<file path="src/rtl/knob_sweep_pkg.sv">
// Shared widths, state types and saturating fixed-point helpers for the
// tuning code sweep controller. Assumes two's complement signed data.
package knob_sweep_pkg;

    localparam int DATA_W = 16;
    localparam int FRAC_W = 8;

    typedef logic signed [DATA_W-1:0]   word_t;
    typedef logic signed [2*DATA_W-1:0] wide_t;

    typedef enum logic [1:0] {SW_IDLE, SW_REQ, SW_EVAL} sweep_st_t;
    typedef enum logic [2:0] {EV_IDLE, EV_CONST, EV_SQ, EV_LIN, EV_QD} eval_ph_t;

    // Clamp a double-width value into the signed word range.
    function automatic word_t sat_wide(input wide_t v);
        logic [DATA_W:0] top;
        top = v[2*DATA_W-1:DATA_W-1];
        if ((&top) || !(|top)) return word_t'(v[DATA_W-1:0]);
        else if (v[2*DATA_W-1]) return word_t'({1'b1, {(DATA_W-1){1'b0}}});
        else return word_t'({1'b0, {(DATA_W-1){1'b1}}});
    endfunction

    // Saturating signed addition of two words.
    function automatic word_t add_sat(input word_t a, input word_t b);
        logic signed [DATA_W:0] s;
        s = {a[DATA_W-1], a} + {b[DATA_W-1], b};
        if (s[DATA_W] != s[DATA_W-1])
            return s[DATA_W] ? word_t'({1'b1, {(DATA_W-1){1'b0}}})
                             : word_t'({1'b0, {(DATA_W-1){1'b1}}});
        return word_t'(s[DATA_W-1:0]);
    endfunction

    // Fixed-point multiply: full product, arithmetic shift by FRAC_W, saturate.
    function automatic word_t mul_fix(input word_t a, input word_t b);
        wide_t p;
        p = a * b;
        return sat_wide(p >>> FRAC_W);
    endfunction

endpackage

</file>
<file path="src/rtl/knob_coef_store.sv">
// Small coefficient register file: one synchronous write port and one
// combinational read port. Writes to addresses at or above DEPTH are dropped,
// and reads there return zero. The caller gates the write enable.
module knob_coef_store
    import knob_sweep_pkg::*;
#(
    parameter int DEPTH = 13,
    parameter int CAW   = 4
) (
    input  logic           clk,
    input  logic           rst_n,
    input  logic           wr_en_i,
    input  logic [CAW-1:0] waddr_i,
    input  word_t          wdata_i,
    input  logic [CAW-1:0] raddr_i,
    output word_t          rdata_o
);

    word_t mem_r [DEPTH];

    // Clear on reset; store an accepted in-range write.
    always_ff @(posedge clk) begin
        if (!rst_n) begin
            for (int i = 0; i < DEPTH; i++) mem_r[i] <= '0;
        end else if (wr_en_i && (int'(waddr_i) < DEPTH)) begin
            mem_r[waddr_i] <= wdata_i;
        end
    end

    // Combinational read with a guard for unused addresses.
    always_comb begin
        rdata_o = (int'(raddr_i) < DEPTH) ? mem_r[raddr_i] : '0;
    end

endmodule

</file>
<file path="src/rtl/knob_quad_eval.sv">
// Quadratic cost evaluator built around one shared multiplier.
// On go_i it latches the sensor vector. It loads the constant, then for each
// sensor in order it forms the square, adds the linear term and adds the
// squared term. done_o pulses for one cycle with cost_o valid. It assumes
// go_i only arrives while the evaluator is idle, and that coefficients do
// not change during an evaluation.
module knob_quad_eval
    import knob_sweep_pkg::*;
#(
    parameter int NUM_SENS = 6,
    parameter int CAW      = 4,
    localparam int IW      = (NUM_SENS > 1) ? $clog2(NUM_SENS) : 1
) (
    input  logic                       clk,
    input  logic                       rst_n,
    input  logic                       go_i,
    input  logic [NUM_SENS*DATA_W-1:0] sens_i,
    output logic [CAW-1:0]             coef_raddr_o,
    input  word_t                      coef_rdata_i,
    output logic                       done_o,
    output word_t                      cost_o
);

    localparam logic [IW-1:0] LAST = IW'(NUM_SENS - 1);

    word_t    xs_r [NUM_SENS];
    word_t    sq_r;
    word_t    acc_r;
    logic [IW-1:0] idx_r;
    eval_ph_t ph_r;
    word_t    mul_a;
    word_t    mul_b;
    word_t    prod;
    word_t    acc_sum;

    // Select the multiplier operands and coefficient address for this phase.
    always_comb begin
        coef_raddr_o = '0;
        mul_a        = xs_r[idx_r];
        mul_b        = xs_r[idx_r];
        case (ph_r)
            EV_LIN: begin
                coef_raddr_o = CAW'(1 + int'(idx_r));
                mul_a        = coef_rdata_i;
            end
            EV_QD: begin
                coef_raddr_o = CAW'(1 + NUM_SENS + int'(idx_r));
                mul_a        = coef_rdata_i;
                mul_b        = sq_r;
            end
            default: ;
        endcase
        prod    = mul_fix(mul_a, mul_b);
        acc_sum = add_sat(acc_r, prod);
    end

    // Step through the evaluation phases and accumulate the estimate.
    always_ff @(posedge clk) begin
        if (!rst_n) begin
            for (int i = 0; i < NUM_SENS; i++) xs_r[i] <= '0;
            sq_r   <= '0;
            acc_r  <= '0;
            idx_r  <= '0;
            ph_r   <= EV_IDLE;
            done_o <= 1'b0;
            cost_o <= '0;
        end else begin
            done_o <= 1'b0;
            case (ph_r)
                EV_IDLE: begin
                    if (go_i) begin
                        for (int i = 0; i < NUM_SENS; i++)
                            xs_r[i] <= word_t'(sens_i[i*DATA_W +: DATA_W]);
                        ph_r <= EV_CONST;
                    end
                end
                EV_CONST: begin
                    acc_r <= coef_rdata_i;
                    idx_r <= '0;
                    ph_r  <= EV_SQ;
                end
                EV_SQ: begin
                    sq_r <= prod;
                    ph_r <= EV_LIN;
                end
                EV_LIN: begin
                    acc_r <= acc_sum;
                    ph_r  <= EV_QD;
                end
                EV_QD: begin
                    acc_r <= acc_sum;
                    if (idx_r == LAST) begin
                        cost_o <= acc_sum;
                        done_o <= 1'b1;
                        ph_r   <= EV_IDLE;
                    end else begin
                        idx_r <= idx_r + IW'(1);
                        ph_r  <= EV_SQ;
                    end
                end
                default: ph_r <= EV_IDLE;
            endcase
        end
    end

endmodule

</file>
<file path="src/rtl/knob_sweep_ctrl.sv">
// Sweep sequencer. Starting from code 0, it requests a sensor sample,
// launches an evaluation and compares the result with the previous estimate.
// It stops at the first strict rise, stepping back one code, or it stops at
// the maximum code. Assumes eval_done_i arrives only after eval_go_o.
module knob_sweep_ctrl
    import knob_sweep_pkg::*;
#(
    parameter int KNOB_W = 6
) (
    input  logic              clk,
    input  logic              rst_n,
    input  logic              start_i,
    input  logic              sens_valid_i,
    input  logic              eval_done_i,
    input  word_t             eval_cost_i,
    output logic              meas_req_o,
    output logic              eval_go_o,
    output logic [KNOB_W-1:0] knob_o,
    output logic              busy_o,
    output logic              done_o,
    output word_t             cost_o
);

    localparam logic [KNOB_W-1:0] KMAX = {KNOB_W{1'b1}};

    sweep_st_t st_r;
    word_t     prev_r;
    logic      first_r;

    // Handshake and status decode from the state.
    assign meas_req_o = (st_r == SW_REQ);
    assign eval_go_o  = meas_req_o && sens_valid_i;
    assign busy_o     = (st_r != SW_IDLE);

    // Sweep state machine: start, sample, evaluate, decide.
    always_ff @(posedge clk) begin
        if (!rst_n) begin
            st_r    <= SW_IDLE;
            knob_o  <= '0;
            prev_r  <= '0;
            first_r <= 1'b1;
            done_o  <= 1'b0;
            cost_o  <= '0;
        end else begin
            case (st_r)
                SW_IDLE: begin
                    if (start_i) begin
                        knob_o  <= '0;
                        first_r <= 1'b1;
                        done_o  <= 1'b0;
                        st_r    <= SW_REQ;
                    end
                end
                SW_REQ: begin
                    if (sens_valid_i) st_r <= SW_EVAL;
                end
                SW_EVAL: begin
                    if (eval_done_i) begin
                        if (!first_r && (eval_cost_i > prev_r)) begin
                            knob_o <= knob_o - KNOB_W'(1);
                            cost_o <= prev_r;
                            done_o <= 1'b1;
                            st_r   <= SW_IDLE;
                        end else if (knob_o == KMAX) begin
                            cost_o <= eval_cost_i;
                            done_o <= 1'b1;
                            st_r   <= SW_IDLE;
                        end else begin
                            prev_r  <= eval_cost_i;
                            first_r <= 1'b0;
                            knob_o  <= knob_o + KNOB_W'(1);
                            st_r    <= SW_REQ;
                        end
                    end
                end
                default: st_r <= SW_IDLE;
            endcase
        end
    end

endmodule

</file>
<file path="src/rtl/knob_sweep_opt.sv">
// Top of the tuning code sweep controller. It ties together the coefficient
// store, the shared-multiplier evaluator and the sweep sequencer.
// Coefficient writes are gated off while a sweep runs.
module knob_sweep_opt
    import knob_sweep_pkg::*;
#(
    parameter int  KNOB_W   = 6,
    parameter int  NUM_SENS = 6,
    localparam int COEF_N   = 2 * NUM_SENS + 1,
    localparam int CAW      = $clog2(COEF_N)
) (
    input  logic                       clk,
    input  logic                       rst_n,
    input  logic                       start_i,
    output logic                       meas_req_o,
    input  logic                       sens_valid_i,
    input  logic [NUM_SENS*DATA_W-1:0] sens_data_i,
    input  logic                       coef_we_i,
    input  logic [CAW-1:0]             coef_addr_i,
    input  logic [DATA_W-1:0]          coef_wdata_i,
    output logic [KNOB_W-1:0]          knob_o,
    output logic                       busy_o,
    output logic                       done_o,
    output logic [DATA_W-1:0]          cost_o
);

    logic           wr_ok;
    logic [CAW-1:0] rd_addr;
    word_t          rd_data;
    logic           ev_go;
    logic           ev_done;
    word_t          ev_cost;
    word_t          cost_w;

    // Accept coefficient writes only while idle.
    assign wr_ok  = coef_we_i && !busy_o;
    assign cost_o = cost_w;

    knob_coef_store #(.DEPTH(COEF_N), .CAW(CAW)) store_i (
        .clk     (clk),
        .rst_n   (rst_n),
        .wr_en_i (wr_ok),
        .waddr_i (coef_addr_i),
        .wdata_i (word_t'(coef_wdata_i)),
        .raddr_i (rd_addr),
        .rdata_o (rd_data)
    );

    knob_quad_eval #(.NUM_SENS(NUM_SENS), .CAW(CAW)) eval_i (
        .clk          (clk),
        .rst_n        (rst_n),
        .go_i         (ev_go),
        .sens_i       (sens_data_i),
        .coef_raddr_o (rd_addr),
        .coef_rdata_i (rd_data),
        .done_o       (ev_done),
        .cost_o       (ev_cost)
    );

    knob_sweep_ctrl #(.KNOB_W(KNOB_W)) ctrl_i (
        .clk          (clk),
        .rst_n        (rst_n),
        .start_i      (start_i),
        .sens_valid_i (sens_valid_i),
        .eval_done_i  (ev_done),
        .eval_cost_i  (ev_cost),
        .meas_req_o   (meas_req_o),
        .eval_go_o    (ev_go),
        .knob_o       (knob_o),
        .busy_o       (busy_o),
        .done_o       (done_o),
        .cost_o       (cost_w)
    );

endmodule

</file>
<file path="config.mk">
export PLATFORM = sky130hd
export DESIGN_NAME = knob_sweep_opt
export DESIGN_NICKNAME = d
export VERILOG_FILES = /design/src/rtl/knob_sweep_pkg.sv /design/src/rtl/knob_coef_store.sv /design/src/rtl/knob_quad_eval.sv /design/src/rtl/knob_sweep_ctrl.sv /design/src/rtl/knob_sweep_opt.sv
export SDC_FILE = /design/constraint.sdc
export NUM_CORES = 2
export LEC_CHECK = 0
export BUFFER_PORTS_ARGS = -buffer_cell sky130_fd_sc_hd__buf_2
export CAP_MARGIN = 25
export CORE_MARGIN = 3
export CORE_UTILIZATION = 45
export DETAILED_ROUTE_END_ITERATION = 16
export GPL_TIMING_DRIVEN = 0
export PLACE_DENSITY_LB_ADDON = 0.12
export SLEW_MARGIN = 20
export SYNTH_ARGS = -nofsm -noshare
export SYNTH_HDL_FRONTEND = slang
export SYNTH_SLANG_ARGS = --single-unit
export TNS_END_PERCENT = 1
</file>
<file path="constraint.sdc">
create_clock -name clk -period 23.1 [get_ports clk]
set_clock_uncertainty 0.05 [all_clocks]
set_input_delay 4.62 -clock clk [delete_from_list [all_inputs] [get_ports clk]]
set_output_delay 4.62 -clock clk [all_outputs]
set_load 0.05 [all_outputs]
</file>
# After elaboration in Yosys (flattened, before gate mapping)

Memory sizes are Yosys's and may differ from the RTL's. A register that Yosys moved wholly into a read port is not among the register bits.
Index checks and enable logic that the tools add are counted.
W data, S select, Z words.

Add/sub/neg operators: 6
Multipliers: 1
Div/mod/pow operators: 0
Order comparisons: 3
Equal/unequal tests: 18
Shifts and indexed selects: 0
Muxes and demuxes: 59
Bitwise gates (word level): 8
Reduce and logical (&&, ||, !) cells: 28

Operators with widths:

| operator              | count |
|---|---|
| $mux W16              | 17 |
| $mul A16 B16 Y32      | 1 |
| $pmux W16 S2          | 1 |
| $mux W6               | 4 |
| $mux W1               | 20 |
| $add A16 B16 Y17      | 1 |
| $gt A16 B16 Y1        | 1 |
| $reduce_or A16 Y1     | 1 |
| $pmux W3 S5           | 1 |
| $mux W3               | 4 |
| $ne A2 B2 Y1 const B  | 6 |
| $pmux W6 S2           | 1 |
| $reduce_and A4 Y1     | 3 |
| $mux W2               | 5 |
| $reduce_bool A2 Y1    | 5 |
| $reduce_and A9 Y1     | 1 |
| $reduce_or A9 Y1      | 1 |
| $lt A4 B4 Y1 const B  | 2 |
| $pmux W4 S2           | 1 |
| $add A6 B1 Y6 const B | 1 |
| $eq A3 B2 Y1 const B  | 2 |
| $eq A3 B3 Y1 const B  | 2 |
| $eq A6 B6 Y1 const B  | 1 |
| $or A1 B1 Y1          | 6 |
| other kinds (25)      | 35 |

Register bits: 97
Bits in latches: 0
Memory bits (writable): 304
Memory bits (read-only): 0
Bits of input ports: 121
Output and inout port bits: 25
Logic and storage cells: 137
Memories kept: 2

Memories:

| name          | words | bits a word | rd ports | clocked after memory_dff | write ports | RTL line              | RTL |
|---|---|---|---|---|---|---|---|
| store_i.mem_r | 13    | 16          | 1        | 0                        | 13          | knob_coef_store.sv:19 | `word_t mem_r [DEPTH];` |
| eval_i.xs_r   | 6     | 16          | 1        | 1                        | 6           | knob_quad_eval.sv:26  | `word_t xs_r [NUM_SENS];` |

# Logic depth before layout (Yosys ltp)

Word-level depth: 15
Gate-level depth with buffers: 62
Gate-level depth less buffers: 51

# Hierarchy

Synthesis repeated with hierarchy kept, for this count alone.

Cells, all modules: 2,880
Area total of the unflattened synthesis: 30,317.8 µm²

By module, submodules not included:

| module          | instances | cells an instance | area each (µm²) | seq. area each (µm²) |
|---|---|---|---|---|
| knob_quad_eval  | 1         | 1,947             | 18,119.9        | 4,043.9 |
| knob_coef_store | 1         | 668               | 9,720.6         | 6,276.0 |
| knob_sweep_ctrl | 1         | 264               | 2,463.6         | 840.8 |
| knob_sweep_opt  | 1         | 1                 | 13.8            | 0.0 |

# Worst setup path after synthesis

No wires, ideal clock.

Path kind: input to register
Start point: input port sens_valid_i
End point: memory eval_i.xs_r[0][0] (netlist name), enable pin
Data arrival time: 14,370 ps
Required time: 22,239 ps
Slack: 7,869 ps
Stages: 2
Cell sequence: nand2_1 > o41ai_1

RTL lines:

| what        | RTL line             | RTL |
|---|---|---|
| from (decl) | knob_sweep_opt.sv:16 | `input logic sens_valid_i,` |
| to (decl)   | knob_quad_eval.sv:26 |  |

# Final worst setup path

Start point: register eval_i.ph_r[2]
End point: register eval_i.acc_r[7]

Word-level cells in the longest chain between the ends: 15

Ends and longest elaborated chain:

| what                                                   | RTL line                                   | RTL |
|---|---|---|
| from (decl)                                            | knob_quad_eval.sv:30                       | `eval_ph_t ph_r;` |
| from (signal assigned)                                 | knob_quad_eval.sv:64                       | `ph_r <= EV_IDLE;` |
| from (signal assigned)                                 | knob_quad_eval.sv:74                       | `ph_r <= EV_CONST;` |
| from (signal assigned)                                 | knob_quad_eval.sv:80                       | `ph_r <= EV_SQ;` |
| $eq A3 B3 Y1 / $eq A3 B2 Y1 (equally long branches)    | knob_quad_eval.sv:41                       | `case (ph_r)` |
| $pmux W4 S2                                            | knob_quad_eval.sv:41                       |  |
| $mem_v2 Z13 W16 / $lt A4 B4 Y1 (equally long branches) | -                                          |  |
| $mux W16                                               | knob_coef_store.sv:32                      | `rdata_o = (int'(raddr_i) < DEPTH) ? mem_r[raddr_i] : '0;` |
| $mux W16                                               | knob_quad_eval.sv:41                       |  |
| $mul A16 B16 Y32 (*)                                   | knob_sweep_pkg.sv:36                       | `p = a * b;` |
| $reduce_or A9 Y1                                       | knob_sweep_pkg.sv:18                       | `if ((&top) \|\| !(\|top)) return word_t'(v[DATA_W-1:0]);` |
| $logic_not A1 Y1                                       | knob_sweep_pkg.sv:18                       |  |
| $logic_or A1 B1 Y1                                     | knob_sweep_pkg.sv:18                       |  |
| $mux W16 (*)                                           | knob_sweep_pkg.sv:18                       |  |
| via eval_i.prod[1]                                     | knob_quad_eval.sv:33                       | `word_t prod;` |
| $add A16 B16 Y17 (*)                                   | knob_sweep_pkg.sv:26                       | `s = {a[DATA_W-1], a} + {b[DATA_W-1], b};` |
| $mux W16 / $ne A1 B1 Y1 (equally long branches)        | knob_sweep_pkg.sv:28, knob_sweep_pkg.sv:27 |  |
| $mux W16 / $mux W1 (equally long branches)             | knob_sweep_pkg.sv:27                       | `if (s[DATA_W] != s[DATA_W-1])` |
| $mux W16 (*)                                           | knob_sweep_pkg.sv:30                       | `return word_t'(s[DATA_W-1:0]);` |
| $pmux W16 S2 (*)                                       | knob_quad_eval.sv:69                       | `case (ph_r)` |
| to (signal assigned)                                   | knob_quad_eval.sv:78                       | `acc_r <= coef_rdata_i;` |
| to (signal assigned)                                   | knob_quad_eval.sv:87                       | `acc_r <= acc_sum;` |
| to (signal assigned)                                   | knob_quad_eval.sv:91                       | `acc_r <= acc_sum;` |
| to (decl)                                              | knob_quad_eval.sv:28                       | `word_t acc_r;` |

Mark *: on every way through the listed nets, which the timed path passes. The rest lies on a longest branch. The select of a mux whose other input is x is not followed.
A chain may end at the register's enable or synchronous reset.

==> summary.txt <==
status = completed
Data required, critical path = 23.57 ns
Min Hold Slack = 0.4447 ns
Max transition margin = 25.68%
#FFs+latches synth = 404
RSZ-0062 raised after global routing = false
Setup crit start kind = register
Critical-path top delay cell = o311ai_0
Final Critical Period = 17.53 ns
# IOs = 146
synth warn = 0
first-pass GRT wire length = 141200 um
initial antenna violation count = 4
min-delay worst type = register to register
mapped cell area = 30150 um^2
DR WL/cell = 22.66 um
initial DRC count = 2031
Post-DP HPWL = 73690 um
latest clock arrival within the worst-skew pair = 0.59 ns
Root Driver = clkbuf_16
CTS tree = built
Die Span Y = 264.9 um
nets = 3711
grt ovf = 0
vias in the first global route = 23370
Clock H-tree levels = 2
number of hold buffers added after cts = 0
core area = 66100 um^2
CTS sink count = 404
worst path arrival time = 18.00 ns
TritonCTS Buffers = 45
cell row count = 94
setup violators final = 0
Worst-Margin Slew = 1.115 ns
pwr/cell area = 127.7 nW/um^2
Initial Util = 45.62%
worst-path maximum fanout = 12
antenna-violating nets left = 0
via count = 22940
largest net degree at the start of global routing = 17
Die Footprint = 70150 um^2
Worst-path clk slew = 0.06 ns
Netlist cell types = 94
Async S/R FF share, synth = 0%
drt drc = 0
Syn Inst Count = 2984
Pre-antenna DRT Iters = 6
Final Hold Viols = 0
Setup TNS = 0 ns
Avg Inst Size Synth = 10.10 um^2
Post CTS Setup Buffer Count = 0
final core utilization = 51.06%
max-cap violation count = 0
gr usage total = 26.52%
n_diodes = 0
Crit Path Category = register to register
Main synth FF type = edfxtp_1
layout cell share with drive strength beyond 1 = 10.44%
Post-synth EDFFs = 304
Area Overhead vs Synth = 11.93%
Synthesized Nets = 3488
post-cts sizing count = 0
Routed WL = 92930 um
Fmax = 0.05706 GHz
CTS Buffer Depth = 3
vias per std cell = 5.594
GP Congestion = 0.9215
PortBufs = 145
die width = 264.9 um
Peak VDD IR = 153.3 uV
Final Max Slew Viols = 0
Leakage = 14.46 nW
Seq/Total Area, Yosys = 36.92%
endpoint class of the critical path = register
crit-path max cell delay = 0.76 ns
final worst path period share = 75.87%
[Yosys cell counts, types with 7 or more instances]
cell	count	area share [%]
a221oi_1	13	0.38
o21ai_0	111	1.8
a211oi_1	19	0.47
clkbuf_1	132	1.6
inv_1	338	4.2
a21o_1	47	1.2
buf_1	17	0.21
and2_1	325	6.7
nand3_1	52	0.86
and3_1	34	0.71
dfxtp_1	100	6.6
o21bai_1	14	0.35
nor2b_1	39	0.81
nand2b_1	41	0.85
o221ai_1	18	0.52
a21oi_1	104	1.7
edfxtp_1	304	30
nor2_1	241	3.0
a2111oi_0	7	0.20
a31oi_1	11	0.23
or2_2	18	0.37
mux4_2	17	1.3
nand4_1	15	0.31
o21a_1	12	0.30
ha_1	119	4.9
mux2i_1	81	2.7
nand2_1	249	3.1
a311oi_1	12	0.35
nor3_1	29	0.48
xor2_1	13	0.38
buf_2	15	0.25
xnor2_1	39	1.1
o22ai_1	11	0.23
a311o_1	8	0.27
fa_1	264	18
[per-layer routing]
layer | GRT usage [%] | wire [um]
met2 | 43.59 | 43890
met3 | 5.272 | 6962
met4 | 8.300 | 3043
met1 | 35.63 | 39030
met5 | 0 | 0
[path summary, 6_finish.rpt]
kind,startpoint,slack [ns],cells past startpoint,end
hold reg to reg,ctrl_i.done_o,0.44,1,ctrl_i.done_o
hold / removal,ctrl_i.done_o,0.44,1,ctrl_i.done_o
setup reg to reg,eval_i.ph_r[2],5.57,53,eval_i.acc_r[7]
setup / recovery,eval_i.ph_r[2],5.57,53,eval_i.acc_r[7]
[placed cells by master (no fill, tap or decap), types with 11 or more instances in the layout]
master | netlist | final
inv_1 | 338 | 338
and2_1 | 325 | 325
edfxtp_1 | 304 | 304
fa_1 | 264 | 264
nand2_1 | 249 | 249
nor2_1 | 241 | 241
buf_2 | 15 | 173
clkbuf_1 | 132 | 139
ha_1 | 119 | 119
a21oi_1 | 104 | 104
dfxtp_1 | 100 | 100
o21ai_0 | 111 | 99
mux2i_1 | 81 | 81
nand3_1 | 52 | 52
a21o_1 | 47 | 47
clkbuf_16 | 0 | 45
nand2b_1 | 41 | 41
nor2b_1 | 39 | 39
xnor2_1 | 39 | 38
and3_1 | 34 | 34
nor3_1 | 29 | 29
a211oi_1 | 19 | 19
or2_2 | 18 | 18
mux4_2 | 17 | 17
buf_1 | 17 | 17
o221ai_1 | 18 | 16
nand4_1 | 15 | 15
o21bai_1 | 14 | 14
xor2_1 | 13 | 13
o21a_1 | 12 | 12
a311oi_1 | 12 | 12
clkinv_2 | 0 | 12
o22ai_1 | 11 | 11
a31oi_1 | 11 | 11
a221oi_1 | 13 | 11
[sequential cells by signal, summed over array words and instances (netlist names), named ones only]
name and flops:
eval_i.cost_o 16, eval_i.idx_r 3, ctrl_i.first_r 1, eval_i.acc_r 16, eval_i.xs_r 96, ctrl_i.prev_r 16, ctrl_i.st_r 2, ctrl_i.knob_o 6
eval_i.done_o 1, store_i.mem_r 208, eval_i.sq_r 16, ctrl_i.cost_o 16, eval_i.ph_r 3, ctrl_i.done_o 1
[power breakdown]
part	internal (W)	total (W)	leakage [nW]	switching (W)
logic	0.00102	0.00277	9.81	0.00176
registers	0.000813	0.000828	3.95	0.0000145
clock network	0.000410	0.000710	0.707	0.000300
total	0.00224	0.00431	14.5	0.00207
[cells by family after synthesis]
family	after synthesis	share of synthesized area (%)
compound gates	458	10.37
xor+xnor	54	1.618
fa+ha+maj	383	22.47
buf+inv	509	6.482
flops	404	36.92
mux	100	4.034
simple gates	1076	18.12
[through the flow]
step	cell area, um^2	instances	total power (W)	setup WS (ns)
after floorplan	30150	2984	0.002820	7.869
after global placement	31960	3993	0.003528	3.244
after detailed placement	32310	4022	0.003569	5.929
after CTS	33740	4099	0.004289	5.862
after global routing	33750	4101	0.004635	4.787
final	33750	4101	0.004310	5.574
[worst max-delay path: cells and delay by family, from the launching register on]
family / cells / cell delay, ns
buffers and inverters: 15 / 4.42
and+or+nand+nor: 9 / 2.08
AOI/OAI and AO/OA: 19 / 5.93
DFF: 1 / 0.43
xor gates and xnor gates: 1 / 0.34
adders and majority gates: 9 / 4.13
[cell type report]
class	instances	area [um^2]
clock buffer	54	1180
clock inverter	23	242.7
fill	6138	32350
multi-input combinational	2071	17160
timing repair buffer	176	997.2
inverter	340	1281
tap	864	1081
buffer	169	673.1
sequential	404	11130
Note: power is estimated with default switching activity, not from simulation.
